--- config.mk ---
export PLATFORM = sky130hd
export DESIGN_NAME = cache_flush_sync
export DESIGN_NICKNAME = d
export VERILOG_FILES = /design/src/rtl/cfm_pkg.sv /design/src/rtl/cfm_wb_tracker.sv /design/src/rtl/cfm_ack_collect.sv /design/src/rtl/cache_flush_sync.sv
export SDC_FILE = /design/constraint.sdc
export NUM_CORES = 1
export LEC_CHECK = 0
export BUFFER_PORTS_ARGS = -buffer_cell sky130_fd_sc_hd__clkbuf_2
export CORE_UTILIZATION = 40
export DETAILED_ROUTE_END_ITERATION = 6
export GPL_TIMING_DRIVEN = 0
export PLACE_DENSITY = 0.85
export SYNTH_ARGS = -nofsm -noshare
export SYNTH_HDL_FRONTEND = slang
export SYNTH_HIERARCHICAL = 1
export SYNTH_SLANG_ARGS = --single-unit
--- constraint.sdc ---
create_clock -name clk -period 1.8 [get_ports clk]
set_clock_uncertainty 0.15 [all_clocks]
set_input_delay 0.18 -clock clk [delete_from_list [all_inputs] [get_ports clk]]
set_output_delay 0.18 -clock clk [all_outputs]
set_load 0.005 [all_outputs]
--- src/rtl/cfm_pkg.sv ---
package cfm_pkg;

    typedef enum logic [2:0] {
        OP_DFLUSH = 3'd0,
        OP_DPURGE = 3'd1,
        OP_DENTRY = 3'd2,
        OP_IENTRY = 3'd3,
        OP_IADDR  = 3'd4,
        OP_SYNC   = 3'd5
    } cmd_op_e;

    typedef struct packed {
        logic legal;
        logic is_sync;
        logic icache;
        logic by_entry;
        logic bcast;
        logic can_wb;
    } op_attr_t;

    typedef enum logic [2:0] {
        S_IDLE,
        S_LOOKUP,
        S_CHECK,
        S_WB,
        S_INV,
        S_BCAST,
        S_SYNC
    } state_e;

    function automatic op_attr_t decode_op(logic [2:0] op);
        op_attr_t a;
        a = '0;
        case (op)
            OP_DFLUSH, OP_DPURGE: begin
                a.legal  = 1'b1;
                a.bcast  = 1'b1;
                a.can_wb = 1'b1;
            end
            OP_DENTRY: begin
                a.legal    = 1'b1;
                a.by_entry = 1'b1;
                a.can_wb   = 1'b1;
            end
            OP_IENTRY: begin
                a.legal    = 1'b1;
                a.icache   = 1'b1;
                a.by_entry = 1'b1;
            end
            OP_IADDR: begin
                a.legal  = 1'b1;
                a.icache = 1'b1;
            end
            OP_SYNC: begin
                a.legal   = 1'b1;
                a.is_sync = 1'b1;
            end
            default: a = '0;
        endcase
        return a;
    endfunction

endpackage

--- src/rtl/cfm_wb_tracker.sv ---
module cfm_wb_tracker #(
    parameter int MAX_WB = 2
) (
    input  logic clk,
    input  logic rst,
    input  logic inc,
    input  logic dec,
    output logic full,
    output logic empty
);
    localparam int CW = $clog2(MAX_WB + 1);

    logic [CW-1:0] count;

    always_ff @(posedge clk) begin
        if (rst) begin
            count <= '0;
        end else begin
            case ({inc, dec})
                2'b10:   count <= count + 1'b1;
                2'b01:   count <= (count == '0) ? count : count - 1'b1;
                default: count <= count;
            endcase
        end
    end

    assign full  = (count == CW'(MAX_WB));
    assign empty = (count == '0);


    wb_cap_chk: assert property (@(posedge clk) disable iff (rst)
        full |-> !inc);

endmodule

--- src/rtl/cfm_ack_collect.sv ---
module cfm_ack_collect #(
    parameter int N = 3
) (
    input  logic         clk,
    input  logic         rst,
    input  logic         armed,
    input  logic [N-1:0] ack,
    output logic         all_done
);
    localparam logic [N-1:0] ALL = '1;

    logic [N-1:0] mask;

    assign all_done = armed && ((mask | ack) == ALL);

    always_ff @(posedge clk) begin
        if (rst || all_done) begin
            mask <= '0;
        end else if (armed) begin
            mask <= mask | ack;
        end
    end


    mask_keep_chk: assert property (@(posedge clk) disable iff (rst)
        (armed && !all_done) |=> ((mask & $past(mask)) == $past(mask)));

endmodule

--- src/rtl/cache_flush_sync.sv ---
module cache_flush_sync
    import cfm_pkg::*;
#(
    parameter int AW      = 32,
    parameter int NREMOTE = 3,
    parameter int MAX_WB  = 2
) (
    input  logic               clk,
    input  logic               rst,
    input  logic               cmd_valid,
    output logic               cmd_ready,
    input  logic [2:0]         cmd_op,
    input  logic [AW-1:0]      cmd_addr,
    output logic               tag_rd,
    output logic               tag_inv,
    output logic               tag_icache,
    output logic               tag_by_entry,
    output logic [AW-1:0]      tag_key,
    input  logic               tag_hit,
    input  logic               tag_dirty,
    input  logic [AW-1:0]      tag_line,
    output logic               wb_req,
    output logic [AW-1:0]      wb_addr,
    input  logic               wb_gnt,
    input  logic               wb_done,
    output logic               bc_req,
    output logic [AW-1:0]      bc_addr,
    input  logic [NREMOTE-1:0] bc_ack,
    output logic               sync_done
);

    state_e   st, st_nx;
    op_attr_t attr_q, attr_in;
    logic [AW-1:0] key_q, line_q;
    logic hit_q;
    logic accept;
    logic wb_full, wb_empty, bc_all;

    assign attr_in   = decode_op(cmd_op);
    assign cmd_ready = (st == S_IDLE);
    assign accept    = cmd_valid && cmd_ready;

    always_comb begin
        st_nx = st;
        case (st)
            S_IDLE: if (accept && attr_in.legal)
                        st_nx = attr_in.is_sync ? S_SYNC : S_LOOKUP;
            S_LOOKUP: st_nx = S_CHECK;
            S_CHECK:  st_nx = (tag_hit && tag_dirty && attr_q.can_wb) ? S_WB : S_INV;
            S_WB:     if (wb_req && wb_gnt) st_nx = S_INV;
            S_INV:    st_nx = attr_q.bcast ? S_BCAST : S_IDLE;
            S_BCAST:  if (bc_all) st_nx = S_IDLE;
            S_SYNC:   if (wb_empty) st_nx = S_IDLE;
            default:  st_nx = S_IDLE;
        endcase
    end

    always_ff @(posedge clk) begin
        if (rst) begin
            st     <= S_IDLE;
            attr_q <= '0;
            key_q  <= '0;
            line_q <= '0;
            hit_q  <= 1'b0;
        end else begin
            st <= st_nx;
            if (accept) begin
                attr_q <= attr_in;
                key_q  <= cmd_addr;
            end
            if (st == S_CHECK) begin
                hit_q  <= tag_hit;
                line_q <= tag_line;
            end
        end
    end

    assign tag_rd       = (st == S_LOOKUP);
    assign tag_inv      = (st == S_INV) && hit_q;
    assign tag_icache   = attr_q.icache;
    assign tag_by_entry = attr_q.by_entry;
    assign tag_key      = key_q;
    assign wb_req       = (st == S_WB) && !wb_full;
    assign wb_addr      = line_q;
    assign bc_req       = (st == S_BCAST);
    assign bc_addr      = key_q;
    assign sync_done    = (st == S_SYNC) && wb_empty;

    cfm_wb_tracker #(.MAX_WB(MAX_WB)) u_wbt (
        .clk   (clk),
        .rst   (rst),
        .inc   (wb_req && wb_gnt),
        .dec   (wb_done),
        .full  (wb_full),
        .empty (wb_empty)
    );

    cfm_ack_collect #(.N(NREMOTE)) u_ack (
        .clk      (clk),
        .rst      (rst),
        .armed    (bc_req),
        .ack      (bc_ack),
        .all_done (bc_all)
    );


    one_action_chk: assert property (@(posedge clk) disable iff (rst)
        $onehot0({tag_rd, tag_inv, wb_req, bc_req, sync_done}));


    icache_nowb_chk: assert property (@(posedge clk) disable iff (rst)
        wb_req |-> !tag_icache);


    wb_hold_chk: assert property (@(posedge clk) disable iff (rst)
        (wb_req && !wb_gnt) |=> (wb_req && $stable(wb_addr)));


    bc_hold_chk: assert property (@(posedge clk) disable iff (rst)
        (bc_req && !bc_all) |=> (bc_req && $stable(bc_addr)));


    sync_end_chk: assert property (@(posedge clk) disable iff (rst)
        sync_done |=> cmd_ready);

endmodule

### Word level (Yosys, flattened, before mapping)

Cells that the tools add are included.

| word-level totals | value |
|---|---|
| register bits after elaboration | 77 |

| cells by class | value |
|---|---|
| add/sub/neg operators | 2 |
| eq/ne operators | 20 |
| muxes and demuxes | 16 |
| bitwise logic cells | 1 |
| reductions and logical operators | 22 |

Operators by type and width:

| cell | count |
|---|---|
| 2-to-1 mux 3 bit | 7 |
| case mux 3 bit (7 select lines) | 1 |
| equality test 3 bit (second input constant) | 6 |
| equality test 3 x 2 -> 1 bit (second input constant) | 4 |
| logical AND 1 bit | 9 |
| equality test 3 x 1 -> 1 bit (second input constant) | 2 |
| logical NOT 3 bit | 2 |
| 2-to-1 mux 1 bit | 6 |
| != test 2 bit (second input constant) | 3 |
| OR reduction 2 bit | 3 |
| OR reduction 6 bit | 1 |
| equality test 2 bit (second input constant) | 2 |
| != test 2 x 1 -> 1 bit (second input constant) | 2 |
| case mux 2 bit (2 select lines) | 1 |
| AND reduction 4 bit | 1 |
| OR 3 bit | 1 |
| OR reduction 3 bit | 1 |
| adder 2 x 1 -> 2 bit (second input constant) | 1 |
| equality test 2 x 1 -> 1 bit (second input constant) | 1 |
| logical NOT 2 bit | 1 |
| 2-to-1 mux 2 bit | 1 |
| AND reduction 2 bit | 1 |
| nonzero test 2 bit | 1 |
| subtractor 2 x 1 -> 2 bit (second input constant) | 1 |
| 2 further kinds | 2 |

### Longest topological paths before layout

Gate-level depths: netlist of the first run.

| depth | value |
|---|---|
| word-level depth | 7 |
| gate-level depth with buffers | 8 |

### Modules after synthesis

Netlist of the first run, hierarchy kept.

By module, submodules not included:

| module | times used | cells an instance | area an instance (µm²) | seq. area each (µm²) |
|---|---|---|---|---|
| cache_flush_sync | 1 | 379 | 3001.6 | 1441.4 |
| cfm_wb_tracker | 1 | 14 | 131.4 | 40.0 |
| cfm_ack_collect | 1 | 12 | 118.9 | 60.1 |

### Least setup slack after synthesis of the first run

Ideal clock, no wire load.

| path | value |
|---|---|
| path type | register to register |
| start | reg st[0] |
| end | reg st[2] |
| library setup time | 86 ps |
| arrival | 1769 ps |
| path slack | -205 ps |
| stages on the path, launching flop included | 9 |
| buffers on the path | 1 |
| cells stage by stage | dfxtp_1 -> buf_6 -> and3b_1 -> o221a_1 -> and2_1 -> inv_1 -> a22o_1 -> a21o_1 -> a221oi_2 |

| between the ends | value |
|---|---|
| elaborated cells between the ends (all ways) | 18 |
| those cells by class | eq/ne: 10; mux: 1; reduce/logical: 7 |

RTL lines:

| what | line | source |
|---|---|---|
| start: declaration | cache_flush_sync.sv:32 | `state_e st, st_nx;` |
| start signal: assignment | cache_flush_sync.sv:66 | `st <= st_nx;` |
| equality test 3 bit | cache_flush_sync.sv:85 | `assign bc_req = (st == S_BCAST);` |
| via bc_req | cache_flush_sync.sv:26 | `output logic bc_req,` |
| logical AND 1 bit | cfm_ack_collect.sv:14 | `assign all_done = armed && ((mask \| ack) == ALL);` |
| via bc_all | cache_flush_sync.sv:37 | `logic wb_full, wb_empty, bc_all;` |
| != test 2 bit (no line) | n/a |  |
| AND reduction 4 bit (no line) | n/a |  |

The timed path passes the listed nets, and every way through them passes these cells.
A chain may end at the register's enable or synchronous reset.

### Final worst setup path of the first run

| path | value |
|---|---|
| start | reg st[1] |
| end | reg st[2] |

| between the ends | value |
|---|---|
| elaborated cells between the ends (all ways) | 18 |
| those cells by class | eq/ne: 10; mux: 1; reduce/logical: 7 |

RTL lines:

| what | line |
|---|---|
| equality test 3 bit | cache_flush_sync.sv:85 |
| logical AND 1 bit | cfm_ack_collect.sv:14 |
| via bc_all | cache_flush_sync.sv:37 |
| != test 2 bit (no line) | n/a |
| AND reduction 4 bit (no line) | n/a |

The timed path passes the listed nets, and every way through them passes these cells.

==> reports/summary.txt, run 1 <==
Instance count along the most critical hold path: 2
Data arrival time of the worst path: 2.07 ns
Die height: 92.2 um
Reg2reg start: st[1]$_SDFFE_PP0P_
Post-Synth Adder-Cell Area: 0%
Overall fraction of global-route tracks in use: 25.0%
FF-to-FF setup slack: -0.17 ns
Number of nets still failing antenna checks after routing: 0
Sequential standard cell area: 0.00155 sq mm
WHS Endpoint: u_wbt/count[0]$_SDFFE_PP0P_
Final worst path period need: 1.97 ns
Endpoint type of the worst setup path: register
Via density per instance: 4.83
Number of placement rows: 32
Total congestion overflow after global routing: 0
I/O pin cnt: 181
Count of fill cells added during filler insertion: 598
Final net count: 752
Yosys cell types: 40
Routed WL per cell: 13.7 um
Setup repair after global routing missed its margin: yes
Post-synth top area share: 47.4%
Maximum level of the CTS H-tree: 3
Count of input and output buffers: 180
Power per unit of standard cell area: 1160 mW/mm^2
Area of the mapped netlist: 0.00325 sq mm
Total negative setup slack: -0.316 ns
Uppermost signal routing layer after detailed routing: met4
Register-to-Register Path Depth: 7
Normalized max-slew margin: 62.3%
Post-Layout Inst Area: 0.00541 sq mm
Simple-gate share of the synthesized area: 23.2%
End of the worst register-to-register path: st[2]$_SDFFE_PP0P_
Count of state elements after synthesis: 77
Met2 Routed Length: 5560 um
Final setup margin: -0.175 ns
Most used standard cells in the synthesized netlist: sky130_fd_sc_hd__nand2_1, sky130_fd_sc_hd__dfxtp_1, sky130_fd_sc_hd__a21oi_1
Placed cell areas: 0.00429 sq mm
Residual DRC count: 0
Average cell area after synthesis: 8.03 sq um
Mux contribution to synthesized area: 0.308%
Dominant combinational cell family by area after synthesis: simple AND/OR/NAND/NOR gates
YS warnings: 6
Number of buffers added by the clock tree synthesis step: 9
Xor/xnor share of the synthesized area: 0.269%
Number of antenna violations at the first check in global routing: 0
Count of mapped cells out of synthesis: 405
Final hold slack: -0.0711 ns
CTS Root Buffer Type: sky130_fd_sc_hd__clkbuf_8
Dominant cells by area after synthesis: sky130_fd_sc_hd__dfxtp_1, sky130_fd_sc_hd__nand2_1, sky130_fd_sc_hd__a21oi_1, sky130_fd_sc_hd__buf_4, sky130_fd_sc_hd__buf_6
Share of post-route cells with drive strength above 1: 41.6%
Met1 WL: 4110 um
Status: finished with violations
Total of endpoints with negative setup slack in the final report: 2
ANT cells: 0
Maximum capacitance violations: 0
Net count of the mapped netlist: 482
Failing checks: negative hold slack, negative setup slack
CP startpoint kind: register
Area of the die: 0.00849 sq mm
HP Start: rst
Worst IR drop on VDD: 660 uV
Sink Count: 77
Synth Flop Type: sky130_fd_sc_hd__dfxtp_1
Sequential-to-total area share from yosys stat: 47.4%
CTS tree: yes
Critical path type: reg2reg
Number of pins exceeding their max-slew limit in the final report: 0
Min-Delay Path Class: in2reg
Global-route wire length before repair: 17000 um
Vias in the first global route: 3757
Critical-path maximum fanout: 7
Horizontal die dimension: 92.2 um
Pin count of the biggest net entering global routing: 14
Data required time at the worst endpoint: 1.90 ns
Reported leakage power: 0.00253 uW
Number of flops mapped to enable cells by yosys: 0
Share of the synthesized area in compound gates (AO/OA/AOI/OAI): 16.5%
Dominant cell by count in the synthesized netlist: sky130_fd_sc_hd__nand2_1
Iter 0 DRT Violations: 93
Fraction of registers with async set/reset: 0%
Met3 WL post-DR: 731 um
CTS Buffer Depth: 2
Area delta synth->final: 66.4%
Pre-antenna DRT Iters: 4
Hold violation count in the final report: 5
Starting density of the core: 41.7%
Clk pin slew, worst setup/hold paths: 0.08 ns
Overall power of the completed layout: 6270 uW
Core footprint: 0.00781 sq mm
Cell type contributing the most total cell area after synthesis: sky130_fd_sc_hd__dfxtp_1
Vias after detailed routing: 3777
Post-DP HPWL: 6530 um
Highest attainable clock frequency: 0.506 GHz
Final WL: 10700 um
Crit share post-route: 110%
Combined area of the multi-input logic cells: 0.00137 sq mm
CTS Hold Buffers Added: 65
Finished Core Util: 69.3%
Worst-skew pair later-pin latency: 0.34 ns
Pin slew with the least headroom to its limit: 0.565 ns
Gpl congestion: 0.882
stage by stage:
| step | setup WS [ns] | std cells |
|---|---|---|
| after global placement | -0.217 | 687 |
| after CTS | -0.0815 | 776 |
| final | -0.175 | 782 |
| after detailed placement | -0.266 | 687 |
| after global routing | -0.250 | 782 |
| after floorplan | -0.120 | 405 |
where the power goes:
part           internal (uW)  switching, uW
clock network           1060            654
logic                   1240           1140
registers               1980            197
critical path, stage by stage, from the launching register on:
cell                       delay [ns]
sky130_fd_sc_hd__dfxtp_2         0.38
sky130_fd_sc_hd__and3b_2         0.27
sky130_fd_sc_hd__o221a_1         0.20
sky130_fd_sc_hd__and2_1          0.13
sky130_fd_sc_hd__inv_1           0.04
sky130_fd_sc_hd__a22o_1          0.25
sky130_fd_sc_hd__a21o_1          0.20
sky130_fd_sc_hd__a221oi_2        0.27
registers in the layout (all words and copies together), names as in the netlist:
register and cells:
attr_q 2, bc_addr 32, hit_q 1, st 3, tag_by_entry 1, tag_icache 1, u_ack/mask 3, u_wbt/count 2
wb_addr 32
per-layer routing:
metal / vias up / global-route usage (%)
li1: 1845 / -
met1: 1715 / 26.3
met2: 182 / 47.4
met3: 35 / 5.14
met4: 0 / 11.2
met5: - / 0
layout by cell type, fill, tap and decap left out, types with 3 or more instances in the layout:
master and instances:
sky130_fd_sc_hd__nor2_1 7, sky130_fd_sc_hd__dfxtp_1 74, sky130_fd_sc_hd__buf_4 45, sky130_fd_sc_hd__buf_8 3
sky130_fd_sc_hd__buf_6 6, sky130_fd_sc_hd__dfxtp_2 3, sky130_fd_sc_hd__clkbuf_1 8, sky130_fd_sc_hd__clkbuf_2 184
sky130_fd_sc_hd__clkbuf_8 9, sky130_fd_sc_hd__dlygate4sd3_1 65, sky130_fd_sc_hd__nor2b_1 3, sky130_fd_sc_hd__nand2_1 136
sky130_fd_sc_hd__a211oi_1 4, sky130_fd_sc_hd__bufinv_16 4, sky130_fd_sc_hd__a21oi_1 72, sky130_fd_sc_hd__a221oi_2 3
sky130_fd_sc_hd__buf_2 4, sky130_fd_sc_hd__nor3_1 4, sky130_fd_sc_hd__nand2b_1 4
how the worst max path moves through the flow:
stage | startpoint | end | slack (ns) | depth (start not counted)
after CTS | st[2]$_SDFFE_PP0P_ | st[2]$_SDFFE_PP0P_ | -0.08 | 8
after floorplan | st[0]$_SDFFE_PP0P_ | st[2]$_SDFFE_PP0P_ | -0.12 | 8
final | st[1]$_SDFFE_PP0P_ | st[2]$_SDFFE_PP0P_ | -0.17 | 7
after global placement | st[0]$_SDFFE_PP0P_ | st[2]$_SDFFE_PP0P_ | -0.22 | 8
after global routing | st[2]$_SDFFE_PP0P_ | st[2]$_SDFFE_PP0P_ | -0.25 | 8
after detailed placement | st[0]$_SDFFE_PP0P_ | st[2]$_SDFFE_PP0P_ | -0.27 | 8
repair_timing:
| action | 4_1_cts | 5_1_grt |
|---|---|---|
| gates resized for setup | 6 | 25 |
| endpoints found under the hold margin | 70 | 5 |
| pin swaps | 3 | 7 |
| endpoints found under the setup margin | 6 | 68 |
| buffers inserted | 8 | 6 |
| gates cloned | 0 | 1 |
cell type report:
class                           instances  area share (%)
Timing Repair Buffer                  259            30.9
Sequential cell                        77            28.6
Multi-Input combinational cell        268            25.3
Buffer                                 57            7.82
Clock inverter                          7            2.54
Tap cell                              102            2.36
Clock buffer                            9            2.29
Inverter                                3           0.208
kinds of logic (layout without fill, tap and decap cells):
family	Yosys count	count (layout)
xor gates and xnor gates	1	1
DFF	77	77
buffers and inverters	60	335
and+or+nand+nor	174	174
muxes	1	1
AOI/OAI and AO/OA	92	92
Note: power is estimated with default switching activity, not from simulation.
==> inputs of run 2 (changes only) <==
--- a/config.mk
+++ b/config.mk
@@ -11,4 +11,6 @@
 export GPL_TIMING_DRIVEN = 0
 export PLACE_DENSITY = 0.85
+export RECOVER_POWER = 100
+export SLEW_MARGIN = 30
 export SYNTH_ARGS = -nofsm -noshare
 export SYNTH_HDL_FRONTEND = slang
==> constraint.sdc (replaced) <==
create_clock -name clk -period 1.8 [get_ports clk]
set_clock_uncertainty 0.15 [all_clocks]
set_input_delay 0.09 -clock clk [delete_from_list [all_inputs] [get_ports clk]]
set_output_delay 0.09 -clock clk [all_outputs]
set_load 0.005 [all_outputs]
==> run 2 against run 1 <==
  * The flow still finishes with violations (negative hold slack, negative setup slack)
  * Sequential power about the same
  * Maximum frequency is 2.9% higher
  * Utilization down 0.75 points
  * Critical path type unchanged
==> reports/summary.txt, run 2 (synthesis gave the netlist of run 1 again) <==
Post-DP HPWL: 6530 um
Maximum capacitance violations: 0
Final setup margin: -0.119 ns
Failing checks: negative hold slack, negative setup slack
Uppermost signal routing layer after detailed routing: met4
Area of the die: 0.00849 sq mm
Number of pins exceeding their max-slew limit in the final report: 0
Data required time at the worst endpoint: 1.90 ns
Overall fraction of global-route tracks in use: 24.8%
Hold violation count in the final report: 5
Critical-path maximum fanout: 7
Die height: 92.2 um
Starting density of the core: 41.7%
Crit share post-route: 107%
Max stage delay on crit path: 0.37 ns
Horizontal die dimension: 92.2 um
Critical-path top delay cell: sky130_fd_sc_hd__dfxtp_2
Total of endpoints with negative setup slack in the final report: 3
CTS tree: yes
Core footprint: 0.00781 sq mm
Total congestion overflow after global routing: 0
Pin count of the biggest net entering global routing: 14
Final hold slack: -0.162 ns
Share of post-route cells with drive strength above 1: 34.1%
Vias after detailed routing: 3785
Highest attainable clock frequency: 0.521 GHz
Met2 Routed Length: 5500 um
Normalized max-slew margin: 62.9%
Number of nets still failing antenna checks after routing: 0
Status: finished with violations
Maximum level of the CTS H-tree: 3
Placed cell areas: 0.00429 sq mm
Data arrival time of the worst path: 2.02 ns
CP startpoint kind: register
CTS Hold Buffers Added: 68
Worst path buffer plus inverter count: 1
Via density per instance: 4.84
I/O pin cnt: 181
Setup repair after global routing missed its margin: yes
CTS Root Buffer Type: sky130_fd_sc_hd__clkbuf_8
Final WL: 10500 um
Count of input and output buffers: 180
Number of placement rows: 32
Min-Delay Path Class: in2reg
Gpl congestion: 0.882
ANT cells: 0
Worst-skew pair later-pin latency: 0.34 ns
Commonest non-fill, non-tap cell in the layout: sky130_fd_sc_hd__clkbuf_2
Worst IR drop on VDD: 632 uV
Vias in the first global route: 3766
Residual DRC count: 0
Routed WL per cell: 13.5 um
Final net count: 752
Met1 WL: 4030 um
Sink Count: 77
Critical path type: reg2reg
Commonest cells after routing, fill and taps aside: sky130_fd_sc_hd__clkbuf_2, sky130_fd_sc_hd__nand2_1, sky130_fd_sc_hd__dfxtp_1
Area delta synth->final: 64.6%
Chain of cells forming the critical path: and3b_2 -> o221a_1 -> and2_1 -> inv_1 -> a22o_1 -> a21o_1 -> a221oi_2
Overall power of the completed layout: 6140 uW
CTS Buffer Depth: 2
Final worst path period need: 1.92 ns
Iter 0 DRT Violations: 100
Power per unit of standard cell area: 1150 mW/mm^2
Number of antenna violations at the first check in global routing: 0
Global-route wire length before repair: 16900 um
Number of buffers added by the clock tree synthesis step: 9
Pre-antenna DRT Iters: 5
Met3 WL post-DR: 709 um
Clk pin slew, worst setup/hold paths: 0.08 ns
Cell family with most CP delay: compound AO/OA/AOI/OAI gates
Post-Layout Inst Area: 0.00535 sq mm
Endpoint type of the worst setup path: register
Pin slew with the least headroom to its limit: 0.556 ns
Reported leakage power: 0.00234 uW
==> run 2: worst register-to-register path, stage by stage (launching register included) <==
cell and delay (ns):
sky130_fd_sc_hd__dfxtp_2 0.37, sky130_fd_sc_hd__and3b_2 0.27, sky130_fd_sc_hd__o221a_1 0.20, sky130_fd_sc_hd__and2_1 0.12, sky130_fd_sc_hd__inv_1 0.04, sky130_fd_sc_hd__a22o_1 0.24, sky130_fd_sc_hd__a21o_1 0.18, sky130_fd_sc_hd__a221oi_2 0.27
==> run 2: worst paths after layout <==
check	slack [ns]	depth (start not counted)	startpoint	end
max	-0.12	7	st[1]$_SDFFE_PP0P_	st[2]$_SDFFE_PP0P_
min	-0.16	2	rst	u_wbt/count[0]$_SDFFE_PP0P_
min reg2reg	0.31	2	wb_addr[16]$_SDFFE_PP0N_	wb_addr[16]$_SDFFE_PP0N_
max reg2reg	-0.12	7	st[1]$_SDFFE_PP0P_	st[2]$_SDFFE_PP0P_
==> run 2: final cells by class <==
class                   instances  area [sq um]
flip-flops and latches         77          1550
multi-input cells             268          1370
repair buffers                259          1620
inverters                       3          11.3
plain buffers                  57           417
well taps                     102           128
fillers                       620          2460
clock buffers                   9           124
clock inverters                 7           138
==> run 2: stage by stage <==
stage                     TNS (ns)  cells  hold WS [ns]  worst slack, ns  utilization [%]
after floorplan             -0.238    405       0.00625           -0.120                -
after global placement      -0.413    687         0.163           -0.217             54.9
after detailed placement    -0.543    687         0.168           -0.266             54.9
after CTS                   -0.136    778        -0.180          -0.0710             67.8
after global routing         -1.28    782        -0.149           -0.214             68.5
final                       -0.204    782        -0.162           -0.119             68.5
==> run 2: power by group <==
part	switching, uW	internal (uW)	leakage (uW)
combinational	1110	1150	0.00159
clock	648	1060	0.000129
sequential	192	1980	0.000628
==> run 2: layer usage <==
metal / GRT usage (%) / up-vias
li1: - / 1846
met1: 26.0 / 1727
met2: 46.9 / 179
met3: 5.14 / 33
met4: 11.6 / 0
met5: 0 / -
==> run 2: what timing repair did <==
item,in CTS,in global routing
gates resized for setup,4,22
gates cloned,0,1
endpoints found under the hold margin,73,5
pin swaps,3,5
setup buffers,7,4
setup endpoints to repair,4,68
